## src/rtl/rstk_pkg.sv

```systemverilog
package rstk_pkg;
    typedef enum logic [1:0] {
        INS_AT_MRU  = 2'b00,
        INS_AT_LRU  = 2'b01,
        INS_BIMODAL = 2'b10,
        INS_BIM_ALT = 2'b11
    } ins_mode_e;

    localparam int unsigned LFSR_WIDTH   = 16;
    localparam logic [15:0] LFSR_SEED    = 16'hACE1;
    localparam logic [15:0] LFSR_TAPS    = 16'hB400;
    localparam int unsigned THROTTLE_LOG = 5;
endpackage

```

## src/rtl/rstk_lfsr.sv

```systemverilog
module rstk_lfsr #(
    parameter int unsigned       W    = 16,
    parameter logic [W-1:0]      SEED = '1,
    parameter logic [W-1:0]      TAPS = '1
) (
    input  logic         clk,
    input  logic         rst_n,
    output logic [W-1:0] state_o
);
    logic [W-1:0] lfsr_d, lfsr_q;

    always_comb begin
        lfsr_d = {lfsr_q[W-2:0], ^(lfsr_q & TAPS)};
    end

    always_ff @(posedge clk or negedge rst_n) begin
        if (!rst_n) lfsr_q <= SEED;
        else        lfsr_q <= lfsr_d;
    end

    assign state_o = lfsr_q;
endmodule

```

## src/rtl/rstk_victim_find.sv

```systemverilog
module rstk_victim_find #(
    parameter int unsigned NUM_WAYS = 16,
    parameter int unsigned WAY_W    = $clog2(NUM_WAYS)
) (
    input  logic [NUM_WAYS*WAY_W-1:0] rank_i,
    output logic [WAY_W-1:0]          victim_o
);
    localparam logic [WAY_W-1:0] LRU_RANK = WAY_W'(NUM_WAYS - 1);

    logic [NUM_WAYS-1:0] is_lru;

    for (genvar g = 0; g < NUM_WAYS; g++) begin : g_cmp
        assign is_lru[g] = (rank_i[g*WAY_W +: WAY_W] == LRU_RANK);
    end

    always_comb begin
        victim_o = '0;
        for (int i = 0; i < NUM_WAYS; i++) begin
            if (is_lru[i]) victim_o = WAY_W'(i);
        end
    end
endmodule

```

## src/rtl/rstk_rank_update.sv

```systemverilog
module rstk_rank_update #(
    parameter int unsigned NUM_WAYS = 16,
    parameter int unsigned WAY_W    = $clog2(NUM_WAYS)
) (
    input  logic [NUM_WAYS*WAY_W-1:0] rank_i,
    input  logic                      promote_i,
    input  logic [WAY_W-1:0]          pivot_i,
    output logic [NUM_WAYS*WAY_W-1:0] rank_o
);
    logic [WAY_W-1:0] pivot_rank;

    always_comb begin
        pivot_rank = '0;
        for (int i = 0; i < NUM_WAYS; i++) begin
            if (pivot_i == WAY_W'(i)) pivot_rank = rank_i[i*WAY_W +: WAY_W];
        end
    end

    for (genvar g = 0; g < NUM_WAYS; g++) begin : g_way
        logic [WAY_W-1:0] cur;
        assign cur = rank_i[g*WAY_W +: WAY_W];
        always_comb begin
            if (!promote_i)                   rank_o[g*WAY_W +: WAY_W] = cur;
            else if (pivot_i == WAY_W'(g))    rank_o[g*WAY_W +: WAY_W] = '0;
            else if (cur < pivot_rank)        rank_o[g*WAY_W +: WAY_W] = cur + 1'b1;
            else                              rank_o[g*WAY_W +: WAY_W] = cur;
        end
    end
endmodule

```

## src/rtl/recency_stack_ctrl.sv

```systemverilog
module recency_stack_ctrl
    import rstk_pkg::*;
#(
    parameter int unsigned NUM_WAYS = 16,
    parameter int unsigned WAY_W    = $clog2(NUM_WAYS)
) (
    input  logic                      clk,
    input  logic                      rst_n,
    input  logic                      acc_valid,
    input  logic                      acc_hit,
    input  logic [WAY_W-1:0]          acc_way,
    input  logic [1:0]                mode,
    output logic [WAY_W-1:0]          victim_way,
    output logic [NUM_WAYS*WAY_W-1:0] rank_o
);
    localparam int unsigned RANK_BITS = NUM_WAYS * WAY_W;

    typedef struct packed {
        logic [RANK_BITS-1:0] rank;
    } state_t;

    state_t                state_d, state_q;
    logic [LFSR_WIDTH-1:0] lfsr_val;
    logic                  throttle_hit;
    logic                  fill_mru;
    logic                  promote;
    logic [WAY_W-1:0]      pivot;
    logic [RANK_BITS-1:0]  rank_next;

    rstk_lfsr #(
        .W   (LFSR_WIDTH),
        .SEED(LFSR_SEED),
        .TAPS(LFSR_TAPS)
    ) u_lfsr (
        .clk    (clk),
        .rst_n  (rst_n),
        .state_o(lfsr_val)
    );

    rstk_victim_find #(
        .NUM_WAYS(NUM_WAYS),
        .WAY_W   (WAY_W)
    ) u_victim (
        .rank_i  (state_q.rank),
        .victim_o(victim_way)
    );

    always_comb begin
        throttle_hit = (lfsr_val[THROTTLE_LOG-1:0] == '0);
        unique case (ins_mode_e'(mode))
            INS_AT_MRU:  fill_mru = 1'b1;
            INS_AT_LRU:  fill_mru = 1'b0;
            INS_BIMODAL,
            INS_BIM_ALT: fill_mru = throttle_hit;
            default:     fill_mru = 1'b0;
        endcase
        promote = acc_valid && (acc_hit || fill_mru);
        pivot   = acc_hit ? acc_way : victim_way;
    end

    rstk_rank_update #(
        .NUM_WAYS(NUM_WAYS),
        .WAY_W   (WAY_W)
    ) u_update (
        .rank_i   (state_q.rank),
        .promote_i(promote),
        .pivot_i  (pivot),
        .rank_o   (rank_next)
    );

    always_comb begin
        state_d      = state_q;
        state_d.rank = rank_next;
    end

    always_ff @(posedge clk or negedge rst_n) begin
        if (!rst_n) begin
            for (int i = 0; i < NUM_WAYS; i++) begin
                state_q.rank[i*WAY_W +: WAY_W] <= WAY_W'(i);
            end
        end else begin
            state_q <= state_d;
        end
    end

    assign rank_o = state_q.rank;
endmodule

```

## config.mk

```make
export PLATFORM = sky130hd
export DESIGN_NAME = recency_stack_ctrl
export DESIGN_NICKNAME = d
export VERILOG_FILES = /design/src/rtl/rstk_pkg.sv /design/src/rtl/rstk_lfsr.sv /design/src/rtl/rstk_victim_find.sv /design/src/rtl/rstk_rank_update.sv /design/src/rtl/recency_stack_ctrl.sv
export SDC_FILE = /design/constraint.sdc
export NUM_CORES = 1
export LEC_CHECK = 0
export BUFFER_PORTS_ARGS = -buffer_cell sky130_fd_sc_hd__buf_2
export CORE_MARGIN = 10
export CORE_UTILIZATION = 60
export DETAILED_ROUTE_END_ITERATION = 6
export PLACE_DENSITY = 0.84
export SYNTH_ARGS = -nofsm -noshare
export SYNTH_HDL_FRONTEND = slang
export SYNTH_SLANG_ARGS = --single-unit
```

## constraint.sdc

```tcl
create_clock -name clk -period 7.45 [get_ports clk]
set_input_delay 1.49 -clock clk [delete_from_list [all_inputs] [get_ports clk]]
set_output_delay 1.49 -clock clk [all_outputs]
set_load 0.1 [all_outputs]
```

==> results by group <==
Run status
  – Status: finished, final reports clean

Drt
  – WL/cell: 21.8 um
  – Initial DRC Count: ~930
  – DR vias/cell: ~7.1
  – DR pass1 iterations: 6
  – Drt drc: 0
  – Final ANT Viol Nets: 0
  – DRT Wirelength: 20900 um
  – Routed vias: roughly 6800

Timing
  – Fin. max-slew vios: 0
  – Final Hold Viols: 0
  – Setup Viol. Count Final: 0
  – Max-Slew Margin vs Limit: between 30 and 40%
  – TNS Setup: 0 ns
  – Fin crit share: between 80% and 90%
  – Tmin final: between 6 and 7 ns
  – Worst-Margin Slew: between 0.9 and 1 ns
  – RSZ-0062 raised after global routing: no
  – Maximum clock frequency: 163 MHz
  – Clock skew: 0.00926 ns

Placed design
  – HPWL Detailed: around 15000 um
  – Routability congestion estimate from global placement: 1.00
  – Port Buffer Count: 77

Logic synthesis
  – Avg Inst Size Synth: just under 9 um2
  – FF+latch count, synth: 80
  – Synth warn: 0
  – Syn Std Cell Area: 0.00650 mm2
  – Post-Synthesis Cells: ~750
  – Sequential area share after synthesis: 31.6%
  – FFs w/ async S/R, synth: between 90% and 100%
  – Ys flop type: dfstp_2
  – Synth unique cells: between 70 and 80
  – Post-synth EDFFs: 0
  – Syn nets: a little over 800

Setup path
  – Slowest stage cell, crit path: nor3_1
  – Worst path cell trace: buf_2, a31oi_1, nand2_1, a311o_1, o211ai_1, buf_4, nor3_1, nand2_1, o21ai_0, o21ai_0, a222oi_1, buf_4, ha_1, a21o_1, a21oi_1, and3b_1, nand3_1, nor2b_1, o21ai_0, o31ai_1
  – Required @ worst endpoint: approximately 7.7 ns
  – Largest stage delay on the critical path: a little under 0.7 ns
  – Most frequent CP cell: o21ai_0
  – Critical path data arrival time: roughly 6.4 ns
  – CP endpoint kind: register
  – Critical path type: in2reg
  – Startpoint types: input pin
  – CP Max Fanout: 25

Die
  – Die height: 124 um
  – Ports: a little under 80
  – Initial Util: between 60% and 70%
  – Row cnt: 37
  – Die W: approximately 120 um
  – CORE AREA: 0.0104 mm2
  – Die area: 0.0154 mm2

Clock tree
  – Hold_buf cts: 0
  – CTS Sinks: 80
  – H-tree levels: 3
  – Clk root buf: clkbuf_8
  – TritonCTS clock tree: built
  – Post-CTS Setup Inserts: 0
  – CTS Buf Count: 9
  – Clock Latency Late Sink: 0.39 ns
  – Post-CTS resize count: 0
  – Clk pin slew, worst setup/hold paths: approximately 0.09 ns
  – Clk buf depth: 2

Global route
  – Vias in the first global route: 6653
  – Overflow after GRT: 0
  – GRT Util Overall: between 20% and 30%
  – First-pass GRT wire length: between 30000 and 40000 um
  – Largest net degree at the start of global routing: 81
  – Antenna violations before repair: 0

Flow run
  – Max-cap violations: 0

Finish
  – Share of cells above drive strength 1: about 22%
  – Fillcell total: between 800 and 900
  – Layout area overhead: 11.9%
  – Ant. Diodes: 0
  – Net count, final: around 900

Worst hold path
  – Worst Hold Class: reg2reg
==> state kept, by name (all words and copies together) (netlist names) <==
signal / count
rank_o: 64
u_lfsr.state_o: 16
==> through the flow <==
step           instances  hold slack [ns]  cell area [um2]  utilization (%)  setup WS, ns
2_1_floorplan        747            0.331             6500                -          1.06
3_3_place_gp         944            0.332             7030             67.5          1.27
3_5_place_dp         944            0.337             7030             67.5          1.18
4_1_cts              960            0.358             7270             69.8          1.47
5_1_grt              960            0.365             7270             69.8         0.943
6_report             960            0.356             7270             69.8          1.30
==> Yosys cell counts, drive strengths merged, types with 3 or more instances <==
cell     instances  share of area, %
nand2           75               4.3
o21ai           71               5.8
ha              64                12
nor2            54               3.1
a21oi           49               3.8
nand3           46               3.5
dfrtp           40                15
dfstp           40                16
clkbuf          21               1.2
a21o            19               2.2
and3            19               1.8
nor3            19               1.5
o211ai          16               2.0
nand4           12               1.2
a22o            11               1.5
a31o            11               1.5
o21a            11               1.3
a31oi           10              0.96
inv             10              0.58
nand2b          10              0.96
o31ai           10               1.2
buf              7              0.79
mux2             7               1.2
nor2b            7              0.67
a32o             6              0.92
mux2i            6              0.92
nor4             6              0.90
o22ai            6              0.58
a22oi            5              0.58
and3b            5              0.67
or2              5              0.48
xnor2            5              0.67
a211oi           4              0.54
a41oi            4              0.54
and2             4              0.39
nor3b            4              0.46
a211o            3              0.40
a221oi           3              0.40
a41o             3              0.46
nor4b            3              0.40
o2111ai          3              0.50
o41ai            3              0.69
==> area by class of cell <==
cell class	instances	area (um2)	area share, %
inverters	10	37.5	0.516
clock inverters	6	116	1.60
clock buffers	10	128	1.75
multi-input cells	629	4290	59.0
flip-flops and latches	80	2050	28.2
well taps	136	170	2.34
repair buffers	89	478	6.57
==> placed cells by master, fill, tap and decap left out, types with 7 or more instances in the layout <==
master    count
nand3_1      46
ha_1         64
inv_1        10
o21a_1       11
a31oi_1      10
o211ai_1     14
nor3_1       19
a31o_2       11
buf_4        13
buf_2        76
nand2b_1     10
nor2b_1       7
o21ai_1       8
nand4_1      12
a21oi_1      49
o31ai_1       8
nand2_1      75
a21o_1       19
dfstp_2      40
a22o_1       11
nor2_1       54
clkbuf_8      9
and3_1       19
dfrtp_1      40
o21ai_0      61
==> logic make-up (layout without fill, tap and decap cells) <==
kind of cell    Yosys count  after routing  share of synthesized area, %
buf+inv                  38            115                          2.58
xor+xnor                  6              6                         0.809
mux                      13             13                          2.14
flops                    80             80                          31.6
simple gates            278            278                          21.6
compound gates          268            268                          29.0
fa+ha+maj                64             64                          12.3
==> layer usage <==
| layer | up-vias | track usage, % | wire [um] |
|---|---|---|---|
| li1 | 3037 | - | - |
| met1 | 3296 | 34.9 | 8400 |
| met2 | 420 | 43.6 | 9980 |
| met3 | 57 | 4.62 | 2050 |
| met4 | 0 | 11.7 | 508 |
| met5 | - | 0 | 0 |
==> critical path: cells and delay by family <==
family / cells / cell delay, ns
and+or+nand+nor: 6 / 1.65
AOI/OAI and AO/OA: 10 / 2.11
buffers and inverters: 3 / 0.87
adders and majority gates: 1 / 0.27
==> final timing paths <==
kind                                      end  cells after the start          startpoint  slack (ns)
setup / recovery                   rank_o[19]                     20             acc_hit        1.30
min in group asynchronous          rank_o[56]                      1               rst_n        1.27
hold reg to reg            u_lfsr.state_o[15]                      0  u_lfsr.state_o[14]        0.36
hold / removal             u_lfsr.state_o[15]                      0  u_lfsr.state_o[14]        0.36
setup reg to reg                   rank_o[19]                     21          rank_o[20]        1.52
max in group asynchronous           rank_o[7]                      1               rst_n        5.55
Power is left out: the tool's default activity adds up to more than one toggle a clock period on the data nets, which glitch-free logic cannot reach.
